File: src/rtl/pga_pkg.sv
package pga_pkg;
  typedef enum logic [1:0] {GAIN_X4 = 2'd0, GAIN_X16 = 2'd1, GAIN_X64 = 2'd2, GAIN_X256 = 2'd3} gain_e;

  localparam int NUM_STEPS = 4;

  // Limits in nanovolts at the shunt input, per gain index.
  function automatic int up_limit_nv(input int idx);
    case (idx)
      0: return 37_500_000;
      1: return 9_375_000;
      2: return 2_344_000;
      default: return 0;
    endcase
  endfunction

  function automatic int down_limit_nv(input int idx);
    case (idx)
      1: return 68_750_000;
      2: return 17_188_000;
      3: return 4_298_000;
      default: return 0;
    endcase
  endfunction

  function automatic int clip_limit_nv(input int idx);
    case (idx)
      0: return 150_000_000;
      1: return 78_100_000;
      2: return 19_500_000;
      default: return 4_900_000;
    endcase
  endfunction
endpackage

File: src/rtl/pga_az_timer.sv
module pga_az_timer #(
  parameter int AZ_CYCLES = 25000
) (
  input  logic clk,
  input  logic rst_n,
  input  logic chan_en,
  output logic accept_ok
);
  localparam int CNT_W = $clog2(AZ_CYCLES + 1);
  localparam logic [CNT_W-1:0] LOAD = CNT_W'(AZ_CYCLES);

  logic [CNT_W-1:0] cnt_q, cnt_d;
  logic             cnt_en;

  always_comb begin
    cnt_en = 1'b0;
    cnt_d  = cnt_q;
    if (!chan_en) begin
      cnt_en = (cnt_q != LOAD);
      cnt_d  = LOAD;
    end else if (cnt_q != '0) begin
      cnt_en = 1'b1;
      cnt_d  = cnt_q - 1'b1;
    end
  end

  always_ff @(posedge clk or negedge rst_n) begin
    if (!rst_n)      cnt_q <= LOAD;
    else if (cnt_en) cnt_q <= cnt_d;
  end

  assign accept_ok = chan_en && (cnt_q == '0);

  // acceptance opens only after the channel was enabled in the previous cycle too
  assert_holdoff_R7: assert property (@(posedge clk) disable iff (!rst_n)
    $rose(accept_ok) |-> (chan_en && $past(chan_en)));
endmodule

File: src/rtl/pga_range_eval.sv
module pga_range_eval #(
  parameter int CODE_W = 20,
  parameter int LSB_NV = 600
) (
  input  logic              [1:0]        gain,
  input  logic signed       [CODE_W-1:0] code,
  output logic                           want_up,
  output logic                           want_down,
  output logic                           clipped
);
  localparam int MAG_W = CODE_W + 1;
  localparam int NS    = pga_pkg::NUM_STEPS;

  logic [MAG_W-1:0] mag;
  logic [NS-1:0]    up_vec, dn_vec, clip_vec;

  always_comb begin
    if (code[CODE_W-1]) mag = MAG_W'(-$signed({code[CODE_W-1], code}));
    else                mag = MAG_W'(code);
  end

  for (genvar g = 0; g < NS; g++) begin : g_step
    localparam logic [MAG_W-1:0] UP_T   = MAG_W'(pga_pkg::up_limit_nv(g) / LSB_NV);
    localparam logic [MAG_W-1:0] DN_T   = MAG_W'(pga_pkg::down_limit_nv(g) / LSB_NV);
    localparam logic [MAG_W-1:0] CLIP_T = MAG_W'(pga_pkg::clip_limit_nv(g) / LSB_NV);
    assign clip_vec[g] = (mag > CLIP_T);
    if (g < NS - 1) begin : g_up
      assign up_vec[g] = (mag < UP_T);
    end else begin : g_top
      assign up_vec[g] = 1'b0;
    end
    if (g > 0) begin : g_dn
      assign dn_vec[g] = (mag > DN_T) || clip_vec[g];
    end else begin : g_bottom
      assign dn_vec[g] = 1'b0;
    end
  end

  assign want_up   = up_vec[gain];
  assign want_down = dn_vec[gain];
  assign clipped   = clip_vec[gain];

  // the two step directions never both fire
  always_comb begin
    assert_no_conflict_R3: assert (!(want_up && want_down));
  end
endmodule

File: src/rtl/pga_step_reg.sv
module pga_step_reg #(
  parameter int CODE_W = 20
) (
  input  logic                     clk,
  input  logic                     rst_n,
  input  logic                     restart,
  input  logic                     take,
  input  logic signed [CODE_W-1:0] code,
  input  logic                     want_up,
  input  logic                     want_down,
  input  logic                     clipped,
  output logic        [1:0]        gain,
  output logic                     out_valid,
  output logic signed [CODE_W-1:0] out_code,
  output logic        [1:0]        out_gain,
  output logic                     out_sat
);
  import pga_pkg::*;

  gain_e gain_q, gain_d;
  logic  gain_en;
  logic  data_en;

  always_comb begin
    gain_d  = gain_q;
    gain_en = 1'b0;
    if (restart) begin
      gain_d  = GAIN_X4;
      gain_en = (gain_q != GAIN_X4);
    end else if (take) begin
      if (want_down)    gain_d = gain_e'(gain_q - 2'd1);
      else if (want_up) gain_d = gain_e'(gain_q + 2'd1);
      gain_en = want_down || want_up;
    end
  end

  assign data_en = take && !restart;

  always_ff @(posedge clk or negedge rst_n) begin
    if (!rst_n)       gain_q <= GAIN_X4;
    else if (gain_en) gain_q <= gain_d;
  end

  always_ff @(posedge clk or negedge rst_n) begin
    if (!rst_n) out_valid <= 1'b0;
    else        out_valid <= data_en;
  end

  always_ff @(posedge clk or negedge rst_n) begin
    if (!rst_n) begin
      out_code <= '0;
      out_gain <= 2'd0;
      out_sat  <= 1'b0;
    end else if (data_en) begin
      out_code <= code;
      out_gain <= gain_q;
      out_sat  <= clipped;
    end
  end

  assign gain = gain_q;

  // at most one step per cycle
  assert_one_step_R5: assert property (@(posedge clk) disable iff (!rst_n)
    (gain_q == $past(gain_q)) || (gain_q == $past(gain_q) + 2'd1) ||
    (gain_q == $past(gain_q) - 2'd1) || (gain_q == GAIN_X4));

  // the gain moves only on an accepted sample or a restart
  assert_gain_held_R5: assert property (@(posedge clk) disable iff (!rst_n)
    (!take && !restart) |=> $stable(gain_q));

  // a clipped sample above x4 leaves the gain one step lower
  assert_sat_drop_R4: assert property (@(posedge clk) disable iff (!rst_n)
    (data_en && clipped && gain_q != GAIN_X4) |=> (gain_q == $past(gain_q) - 2'd1));

  // an output strobe follows an accepted sample
  assert_out_follow_R6: assert property (@(posedge clk) disable iff (!rst_n)
    out_valid |-> $past(data_en));
endmodule

File: src/rtl/pga_autorange.sv
module pga_autorange #(
  parameter int CODE_W  = 20,
  parameter int LSB_NV  = 600,
  parameter int CLK_KHZ = 125000,
  parameter int AZ_US   = 200
) (
  input  logic                     clk,
  input  logic                     rst_n,
  input  logic                     chan_en,
  input  logic                     in_valid,
  input  logic signed [CODE_W-1:0] in_code,
  output logic        [1:0]        gain_sel,
  output logic                     out_valid,
  output logic signed [CODE_W-1:0] out_code,
  output logic        [1:0]        out_gain,
  output logic                     out_sat
);
  localparam int AZ_RAW    = (CLK_KHZ / 1000) * AZ_US;
  localparam int AZ_CYCLES = (AZ_RAW < 1) ? 1 : AZ_RAW;

  logic accept_ok, take, want_up, want_down, clipped;

  pga_az_timer #(.AZ_CYCLES(AZ_CYCLES)) u_timer (
    .clk(clk), .rst_n(rst_n), .chan_en(chan_en), .accept_ok(accept_ok));

  assign take = in_valid && accept_ok;

  pga_range_eval #(.CODE_W(CODE_W), .LSB_NV(LSB_NV)) u_eval (
    .gain(gain_sel), .code(in_code),
    .want_up(want_up), .want_down(want_down), .clipped(clipped));

  pga_step_reg #(.CODE_W(CODE_W)) u_step (
    .clk(clk), .rst_n(rst_n), .restart(!chan_en), .take(take), .code(in_code),
    .want_up(want_up), .want_down(want_down), .clipped(clipped),
    .gain(gain_sel), .out_valid(out_valid), .out_code(out_code),
    .out_gain(out_gain), .out_sat(out_sat));

  // a disabled channel sits at x4 on the next cycle
  assert_start_low_R7: assert property (@(posedge clk) disable iff (!rst_n)
    !chan_en |=> (gain_sel == 2'd0));

  // no output while the channel was disabled
  assert_quiet_off_R7: assert property (@(posedge clk) disable iff (!rst_n)
    !chan_en |=> !out_valid);

  // the reported gain is the one that was driven when the sample came in
  assert_old_gain_R6: assert property (@(posedge clk) disable iff (!rst_n)
    out_valid |-> (out_gain == $past(gain_sel)));
endmodule

File: config.mk
export PLATFORM = sky130hd
export DESIGN_NAME = pga_autorange
export DESIGN_NICKNAME = d
export VERILOG_FILES = /design/src/rtl/pga_pkg.sv /design/src/rtl/pga_az_timer.sv /design/src/rtl/pga_range_eval.sv /design/src/rtl/pga_step_reg.sv /design/src/rtl/pga_autorange.sv
export SDC_FILE = /design/constraint.sdc
export NUM_CORES = 1
export LEC_CHECK = 0
export BUFFER_PORTS_ARGS = -buffer_cell sky130_fd_sc_hd__clkbuf_2
export CAP_MARGIN = 20
export CORE_MARGIN = 8
export CORE_UTILIZATION = 46
export CTS_BUF_LIST = sky130_fd_sc_hd__clkbuf_8
export DETAILED_ROUTE_END_ITERATION = 8
export PLACE_DENSITY_LB_ADDON = 0.12
export SLEW_MARGIN = 40
export SYNTH_ARGS = -nofsm -noshare
export SYNTH_HDL_FRONTEND = slang
export SYNTH_SLANG_ARGS = --single-unit
export TNS_END_PERCENT = 20
File: constraint.sdc
create_clock -name clk -period 4.04 [get_ports clk]
set_input_delay 0.606 -clock clk [delete_from_list [all_inputs] [get_ports clk]]
set_output_delay 0.606 -clock clk [all_outputs]
set_load 0.02 [all_outputs]
==> impl_metrics.tcl, run 1 <==
set metrics [dict create \
    leakage_nw 1.56 \
    grt_first_pass_wirelength_um 14800 \
    final_cell_mix "clkbuf_2 (48), dfrtp_1 (35), nand2_1 (28), o21ai_0 (27), nor3_1 (21)" \
    dp_cells 504 \
    grt_pass1_vias 2934 \
    status "finished, final reports clean" \
    synth-edff-count 0 \
    setup_viol 0 \
    rows 31 \
    antenna_cells 0 \
    grt_antenna_before_repair 0 \
    holdBufCountCts 0 \
    slowest_delay_ns 0.62 \
    cts.clk_slew.worst_paths_ns 0.09 \
    finalWorstSetupSlack_ns 0.692 \
    cts_buffers 5 \
    fp.coreArea_sq_um 7180 \
    cts_buffer_depth 2 \
    cp_max_fo 11 \
    firstDrtPassIters 5 \
    maxSlewHeadroom_pct 51.8 \
    synth_seq_cells 41 \
    worstSetupEndpointType "register" \
    power_density_nw_per_um2 307 \
    wl_per_cell_um 17.3 \
    arrival_ns 3.56 \
    critPathKind "in2reg" \
    async_flop_share_pct 100 \
    fmaxAchievable_ghz 0.299 \
    critPathLaunchType "primary input" \
    syn-num-nets 405 \
    synthesis.area_sq_um 3380 \
    clock_latency_ns 0.30 \
    die_h_um 102 \
    finalSetupTns_ns 0 \
    post-cts-setup-buffers 0 \
    ant_nets 0 \
    nNetsFinal 439 \
    place_hpwl_um 6520 \
    layout_min_cycle_time_ns 3.35 \
    skew_ns 0.00828 \
    tritoncts "done" \
    dpl_cell_area_sq_um 3590 \
    port_buffers 49 \
    post_cts_resize_count 0 \
    fill_cells 698 \
    area_growth_pct 9.54 \
    drc_errors 0 \
    cts_sinks 41 \
    rsz0062_at_grt "false" \
    cp_top_family "compound AO/OA/AOI/OAI gates" \
    final_hold_viol_count 0 \
    slowest_stage "or3b_2" \
    num_vias 3121 \
    drive_gt1_share_pct 25.7 \
    total_power_w 0.00114 \
    worst_ep_required_time_ns 4.25 \
    cp_cell_sequence "clkbuf_2, inv_1, ha_1, or3b_2, a21boi_0, nor2_1, a211oi_1, nand4bb_1, a31o_2, o221a_1, a311oi_1" \
    die_area_sq_um 10400 \
    multi_input_area_sq_um 2090 \
    syn_area_per_cell_sq_um 8.95 \
    grtUsageTotal_pct 17.9 \
    worstHoldPathType "in2async" \
    grt-ovfl-total 0 \
    wirelength_um 8870 \
    ys_types 82 \
    min_period_over_period_pct 82.9 \
    cts_max_level 2 \
    worstMarginPinSlew_ns 0.720 \
    ys_seq_area_share_pct 30.6 \
    crit_buf_inv 2 \
    synth_cells 378 \
    io_pins 50 \
    grt_max_degree 42 \
    via_per_inst 6.10 \
    cts_root_buf "clkbuf_8" \
    final_cells 512 \
    maxSlewViolCount 0 \
    drt_iter0_drc 228 \
    drv_cap 0 \
    gp_congestion 0.880 \
    synth_flop_cell "dfrtp_1" \
    synth_warnings 0 \
    final-seq-area_sq_um 1030 \
    final_cell_area_sq_um 3700 \
    layout_commonest_cell "clkbuf_2" \
    start_util_pct 47.1 \
    die_w_um 102 \
    ir_drop_uv 129 \
    preCtsSetupSlack_ns 0.424 \
]
synthesized netlist by cell type (4+ instances only):
| cell | count | area, sq um |
|---|---|---|
| nand3_1 | 8 | 40.0 |
| nand3b_1 | 5 | 37.5 |
| a41oi_1 | 4 | 35.0 |
| nor2_1 | 17 | 63.8 |
| nand4_1 | 4 | 25.0 |
| nor3_1 | 21 | 105 |
| mux2_2 | 16 | 180 |
| clkbuf_1 | 17 | 63.8 |
| inv_1 | 13 | 48.8 |
| a211oi_1 | 4 | 30.0 |
| xnor2_1 | 15 | 131 |
| or4_1 | 4 | 30.0 |
| a21oi_1 | 11 | 55.1 |
| dfstp_2 | 6 | 158 |
| o31ai_1 | 9 | 67.6 |
| or3_1 | 9 | 56.3 |
| xor2_1 | 8 | 70.1 |
| nand2_1 | 28 | 105 |
| nor4_1 | 9 | 56.3 |
| o21ai_0 | 27 | 135 |
| clkbuf_8 | 7 | 96.3 |
| nand2b_1 | 7 | 43.8 |
| dfrtp_1 | 35 | 876 |
| a31oi_1 | 5 | 31.3 |
| o211ai_1 | 4 | 30.0 |
per-stage QoR:
| stage | util (%) | hold WS [ns] |
|---|---|---|
| 2_1_floorplan | - | 0.310 |
| 3_3_place_gp | 50.0 | 0.466 |
| 3_5_place_dp | 50.1 | 0.490 |
| 4_1_cts | 51.6 | 0.348 |
| 5_1_grt | 51.6 | 0.374 |
| 6_report | 51.6 | 0.325 |
per-layer routing:
metal	vias up	track usage, %	share of wire [%]
met5	-	0	0
met4	0	4.47	1.3
met3	9	3.37	6.5
met2	119	26.7	44
met1	1475	25.6	49
li1	1518	-	-
final cells by class:
| cell class | instances | area share (%) |
|---|---|---|
| Sequential cell | 41 | 27.9 |
| Clock buffer | 5 | 1.86 |
| Inverter | 13 | 1.32 |
| Multi-Input combinational cell | 295 | 56.3 |
| Timing Repair Buffer | 56 | 8.11 |
| Clock inverter | 3 | 1.15 |
| Tap cell | 99 | 3.34 |
report_power, final:
| group | switching (W) | internal, W |
|---|---|---|
| logic | 0.000201 | 0.000118 |
| clock network | 0.000156 | 0.000183 |
| registers | 0.0000323 | 0.000447 |
sequential cells by signal, summed over array words and instances (netlist names):
name              cells
u_step.out_gain       2
u_step.out_sat        1
u_timer.cnt_q        15
u_step.out_valid      1
u_step.gain           2
u_step.out_code      20
cells by family after synthesis:
logic type               Yosys count  share of synthesized area, %
XOR/XNOR                          24                          6.44
AO/OA/AOI/OAI                    113                          24.9
buffers and inverters             42                          7.73
flip-flops                        41                          30.6
AND/OR/NAND/NOR                  138                          23.6
adder cells (fa/ha/maj)            3                          1.11
multiplexers                      17                          5.62
worst paths after layout:
| path | startpoint | endpoint | slack, ns | cells after the start |
|---|---|---|---|---|
| max | in_code[0] | u_step.gain[0]$_DFFE_PN0P_ | 0.69 | 11 |
| max in group asynchronous | rst_n | u_step.out_code[15]$_DFFE_PN0P_ | 3.32 | 1 |
| max reg2reg | u_timer.cnt_q[5]$_DFFE_PN1P_ | u_timer.cnt_q[12]$_DFFE_PN0P_ | 1.21 | 8 |
| min in group clk | u_step.out_code[9]$_DFFE_PN0P_ | u_step.out_code[9]$_DFFE_PN0P_ | 0.51 | 1 |
| min | rst_n | u_timer.cnt_q[0]$_DFFE_PN0P_ | 0.33 | 1 |
| min reg2reg | u_step.out_code[9]$_DFFE_PN0P_ | u_step.out_code[9]$_DFFE_PN0P_ | 0.51 | 1 |
Note: power is estimated with default switching activity, not from simulation.
==> inputs of run 2 (changes only) <==
clock period = 3 ns   (was 4.04 ns; I/O delays follow)
==> run 2 against run 1 <==
- non-clock buffer count is 29 higher
- worst hold slack got worse by 0.14 ns
- register-to-register slack lost 0.62 ns
- clock power up 32%
- worst setup slack got worse by 0.46 ns
- via count increased by 3.9%
- utilization increased by 3.7 points
- wire length increased by 8.4%
- clock skew about the same
- die area unchanged
- flip-flop and latch count is the same
- cell area is 7.1% higher
- critical path type unchanged
==> impl_metrics.tcl, run 2 (synthesized netlist as in run 1, its figures left out) <==
set metrics [dict create \
    port_buffers 49 \
    wl_per_cell_um 17.8 \
    min_period_over_period_pct 92.1 \
    cts_sinks 41 \
    wirelength_um 9620 \
    cts_max_level 2 \
    finalSetupTns_ns 0 \
    post_cts_resize_count 0 \
    grtUsageTotal_pct 19.0 \
    layout_min_cycle_time_ns 2.76 \
    drive_gt1_share_pct 32.1 \
    clock_latency_ns 0.30 \
    ant_nets 0 \
    grt_max_degree 42 \
    drv_cap 0 \
    top_regs "u_step.out_code (20), u_timer.cnt_q (15)" \
    critPathLaunchType "primary input" \
    via_per_inst 6.00 \
    top_register "u_step.out_code" \
    drt_iter0_drc 142 \
    firstDrtPassIters 5 \
    area_growth_pct 17.3 \
    worstHoldPathType "in2async" \
    drc_errors 0 \
    ir_drop_uv 200 \
    intPower_w 0.00104 \
    place_hpwl_um 7310 \
    nNetsFinal 468 \
    maxSlewViolCount 0 \
    fp.coreArea_sq_um 7180 \
    p_seq_share_pct 41.1 \
    post-cts-setup-buffers 0 \
    rows 31 \
    power_frac_comb_pct 30.2 \
    final_util_pct 55.3 \
    skew_ns 0.00786 \
    power_frac_clock_pct 28.7 \
    grt_antenna_before_repair 0 \
    final_cell_mix "clkbuf_2 (48), buf_4 (35), dfrtp_1 (35), nand2_1 (28), o21ai_0 (27)" \
    antenna_cells 0 \
    rsz0062_at_grt "false" \
    grt-ovfl-total 0 \
    power_density_nw_per_um2 395 \
    num_vias 3244 \
    cts_root_buf "clkbuf_8" \
    die_area_sq_um 10400 \
    tritoncts "done" \
    maxSlewHeadroom_pct 60.4 \
    status "finished, final reports clean" \
    critPathKind "in2reg" \
    largest_reg_flops 20 \
    switching_power_w 0.000527 \
    layout_commonest_cell "clkbuf_2" \
    leakage_nw 1.70 \
    io_pins 50 \
    final_cells 541 \
    cts.clk_slew.worst_paths_ns 0.08 \
    total_power_w 0.00157 \
    start_util_pct 47.1 \
    gp_congestion 0.902 \
    worst_ep_required_time_ns 3.22 \
    worstMarginPinSlew_ns 0.593 \
    grt_pass1_vias 3254 \
    worstSetupEndpointType "register" \
    arrival_ns 2.98 \
    fmaxAchievable_ghz 0.362 \
    cts_buffer_depth 2 \
    cts_buffers 5 \
    final_hold_viol_count 0 \
    dp_cells 533 \
    die_w_um 102 \
    netSwitchingFraction_pct 33.7 \
    cp_max_fo 11 \
    setup_viol 0 \
    hold_ws_ns 0.181 \
    holdBufCountCts 0 \
    grt_first_pass_wirelength_um 15800 \
    die_h_um 102 \
]
[run 2: changes by cell type in the layout (fill, tap and decap cells not counted), moves of 2 or more]
cell / delta
buf_4: +28
inv_1: -2
inv_2: +2
nor3_1: -2
nor3_2: +2
[run 2: power by group through the flow]
stage          clock network, W  logic [W]  registers, W
2_1_floorplan                 0   0.000332      0.000641
3_3_place_gp                  0   0.000461      0.000651
3_5_place_dp                  0   0.000468      0.000653
4_1_cts                0.000475   0.000472      0.000642
5_1_grt                0.000489   0.000524      0.000650
6_report               0.000449   0.000473      0.000643
[run 2: final timing paths]
| kind | to | from | slack (ns) | cells past startpoint |
|---|---|---|---|---|
| max in group asynchronous | u_step.out_code[0]$_DFFE_PN0P_ | rst_n | 2.43 | 1 |
| worst min register to register | u_step.out_gain[0]$_DFFE_PN0P_ | u_step.out_gain[0]$_DFFE_PN0P_ | 0.49 | 2 |
| min in group clk | u_timer.cnt_q[5]$_DFFE_PN1P_ | chan_en | 0.38 | 2 |
| worst max register to register | u_step.gain[1]$_DFFE_PN0P_ | u_timer.cnt_q[4]$_DFFE_PN0P_ | 0.59 | 9 |
| worst min-delay path | u_timer.cnt_q[2]$_DFFE_PN0P_ | rst_n | 0.18 | 1 |
| worst max-delay path | u_step.gain[1]$_DFFE_PN0P_ | in_code[1] | 0.24 | 12 |
[run 2: layout make-up]
class | count | area (sq um)
well taps | 99 | 124
flip-flops and latches | 41 | 1030
fillers | 690 | 3210
repair buffers | 85 | 531
multi-input cells | 295 | 2120
clock inverters | 3 | 38.8
inverters | 13 | 48.8
clock buffers | 5 | 68.8
[run 2: metrics by stage]
stage	area [sq um]	worst slack, ns
final	3970	0.236
after detailed placement	3860	0.00278
after CTS	3970	0.278
after global routing	3970	0.0479
after global placement	3860	-0.0665
after floorplan	3430	0.0405
[run 2: per-layer routing]
layer	GRT usage, %	vias to the layer above	part of all wire [%]
met2	31.5	91	48
met4	7.90	0	2.0
met3	2.82	14	5.1
met5	0	-	0
met1	24.0	1568	45
li1	-	1571	-
[run 2: worst max-delay path, stage by stage]
cell and delay, ns:
clkbuf_2 0.14, inv_2 0.09, ha_4 0.14, or3b_4 0.45, a21o_2 0.23, a32oi_1 0.34
buf_4 0.19, nor2_1 0.04, a31o_1 0.22, a2111oi_2 0.40, a41oi_1 0.18, o211ai_1 0.11
==> inputs of run 3 (changes only) <==
ABC_AREA = 1   (was default)
==> run 3 against run 2 <==
- via count grew 9.1%
- critical path depth grew 8
- power grew 3.1%
- largest cell class unchanged
- highest routed layer unchanged
==> impl_metrics.tcl, run 3 <==
set metrics [dict create \
    hold_ws_ns 0.148 \
    post_cts_resize_count 0 \
    rows 31 \
    drv_cap 0 \
    die_h_um 102 \
    syn-num-nets 565 \
    yosysTopAreaCell "dfrtp_1" \
    firstDrtPassIters 5 \
    power_density_nw_per_um2 420 \
    ys_types 32 \
    die_w_um 102 \
    maxSlewViolCount 0 \
    synth_top_cell_area_share_pct 25.9 \
    syn_area_per_cell_sq_um 6.27 \
    io_pins 50 \
    leakage_nw 2.01 \
    grt_antenna_before_repair 0 \
    dpl_cell_area_sq_um 3710 \
    dp_cells 679 \
    critPathLaunchType "primary input" \
    largest_reg_flops 20 \
    multi_input_area_sq_um 2010 \
    grt_first_pass_wirelength_um 16000 \
    start_util_pct 47.0 \
    synth_warnings 0 \
    final_hold_viol_count 0 \
    worstHoldPathType "in2async" \
    final_cell_area_sq_um 3840 \
    critPathLaunch "in_code[19]" \
    fmaxAchievable_ghz 0.421 \
    cts_buffers 5 \
    status "finished, final reports clean" \
    wl_per_cell_um 13.6 \
    via_per_inst 5.15 \
    slowest_delay_ns 0.38 \
    ant_nets 0 \
    num_vias 3539 \
    final_cell_mix "nand2_1 (145), nor2_1 (69), inv_1 (64), nand3_1 (50), clkbuf_2 (48)" \
    worst_ep_required_time_ns 3.20 \
    timing.rr.start "u_timer.cnt_q[7]$_DFFE_PN1P_" \
    skew_ns 0.00896 \
    grt_pass1_vias 3419 \
    arrival_ns 2.57 \
    critical_path.most_common_cell "nand2_1" \
    drive_gt1_share_pct 21.3 \
    tritoncts "done" \
    area_growth_pct 13.9 \
    final_cells 687 \
    synth-edff-count 0 \
    fill_cells 740 \
    maxSlewHeadroom_pct 63.0 \
    layout_min_cycle_time_ns 2.38 \
    layout_commonest_cell "nand2_1" \
    holdBufCountCts 0 \
    cp_max_fo 21 \
    synth_cells 538 \
    grt_max_degree 46 \
    post-cts-setup-buffers 0 \
    synth_most_common_cell "nand2_1" \
    place_hpwl_um 7530 \
    drc_errors 0 \
    grtUsageTotal_pct 19.1 \
    cts_buffer_depth 2 \
    critPathKind "in2reg" \
    cts_root_buf "clkbuf_8" \
    fp.coreArea_sq_um 7180 \
    grt-ovfl-total 0 \
    synth_flop_cell "dfrtp_1" \
    top_regs "u_step.out_code (20), u_timer.cnt_q (15)" \
    cts_sinks 41 \
    die_area_sq_um 10300 \
    cts.clk_slew.worst_paths_ns 0.09 \
    drt_iter0_drc 187 \
    crit_buf_inv 3 \
    synth_seq_cells 41 \
    port_buffers 49 \
    cts_max_level 2 \
    antenna_cells 0 \
    worstMarginPinSlew_ns 0.555 \
    async_flop_share_pct 100 \
    top_register "u_step.out_code" \
    finalSetupTns_ns 0 \
    gp_congestion 0.945 \
    nNetsFinal 614 \
    yosys-top-cells-count "nand2_1 (145), nor2_1 (69), inv_1 (64), nand3_1 (50), o21ai_0 (36)" \
    cp_cell_sequence "clkbuf_2, inv_2, nor2_1, nor2_4, nand2_1, nand2_1, nand2_1, nand2_1, inv_2, nand2_1, nor2_1, a21oi_1, nand2_1, nand2_2, nand2_2, nand2_2, nand2_2, nand2_1, nand2_1, nand2_1" \
    min_period_over_period_pct 79.3 \
    ir_drop_uv 229 \
    clock_latency_ns 0.31 \
    final-seq-area_sq_um 1030 \
    slowest_stage "clkbuf_2" \
    synthTopCellsByArea "dfrtp_1 (26%), nand2_1 (16%), nor2_1 (7.7%), nand3_1 (7.4%), inv_1 (7.1%)" \
    cp_top_family "simple AND/OR/NAND/NOR gates" \
    setup_viol 0 \
    ys_seq_area_share_pct 30.6 \
    worstSetupEndpointType "register" \
    synthesis.area_sq_um 3380 \
    wirelength_um 9360 \
    rsz0062_at_grt "false" \
]
==> run 3: worst reg2reg max path, delay by kind of cell (launching register included) <==
| family | cells | cell delay, ns |
|---|---|---|
| DFF | 1 | 0.58 |
| and+or+nand+nor | 9 | 1.21 |
| AOI/OAI and AO/OA | 1 | 0.14 |
| buffers and inverters | 2 | 0.25 |
==> run 3: area by class of cell <==
cell class / instances / area share (%)
clock inverters: 3 / 1.79
flip-flops and latches: 41 / 26.9
multi-input cells: 414 / 52.2
clock buffers: 5 / 1.79
well taps: 99 / 3.22
inverters: 74 / 7.23
repair buffers: 51 / 6.84
==> run 3: worst paths after layout <==
path	slack (ns)	cells after the start	end
min	0.15	1	u_timer.cnt_q[9]$_DFFE_PN0P_
max in group asynchronous	2.47	1	u_step.gain[0]$_DFFE_PN0P_
max	0.62	20	u_step.gain[0]$_DFFE_PN0P_
min reg2reg	0.49	2	u_step.out_code[17]$_DFFE_PN0P_
min in group clk	0.42	3	u_step.out_valid$_DFF_PN0_
max reg2reg	0.75	12	u_timer.cnt_q[8]$_DFFE_PN1P_
==> run 3: metrics by stage <==
stage / setup WS (ns) / util, % / power (W)
after global placement: 0.378 / 51.6 / 0.00107
after detailed placement: 0.334 / 51.6 / 0.00107
final: 0.622 / 53.6 / 0.00161
after global routing: 0.352 / 53.6 / 0.00171
after floorplan: 0.781 / - / 0.000951
after CTS: 0.643 / 53.6 / 0.00163
==> run 3: cell families (layout without fill, tap and decap cells) <==
| family | count (synthesis) | after routing | share of synthesized area, % |
|---|---|---|---|
| buffers and inverters | 83 | 133 | 9.90 |
| AND/OR/NAND/NOR | 349 | 349 | 48.5 |
| flip-flops | 41 | 41 | 30.6 |
| AO/OA/AOI/OAI | 61 | 61 | 9.64 |
| adder cells (fa/ha/maj) | 3 | 3 | 1.11 |
| XOR/XNOR | 1 | 1 | 0.259 |
==> run 3: layer usage <==
| layer | wire length, um | part of all wire (%) | global-route usage [%] | vias up |
|---|---|---|---|---|
| met5 | 0 | 0 | 0 | - |
| met4 | 204 | 2.2 | 6.99 | 0 |
| met3 | 537 | 5.7 | 3.99 | 23 |
| met2 | 4390 | 47 | 31.8 | 118 |
| met1 | 4220 | 45 | 23.6 | 1584 |
| li1 | - | - | - | 1814 |
==> run 3: power breakdown <==
part | leakage [nW] | switching [W] | internal, W
Clock | 0.0687 | 0.000214 | 0.000335
Combinational | 1.39 | 0.000300 | 0.000139
Sequential | 0.548 | 0.0000306 | 0.000595
Total | 2.01 | 0.000544 | 0.00107
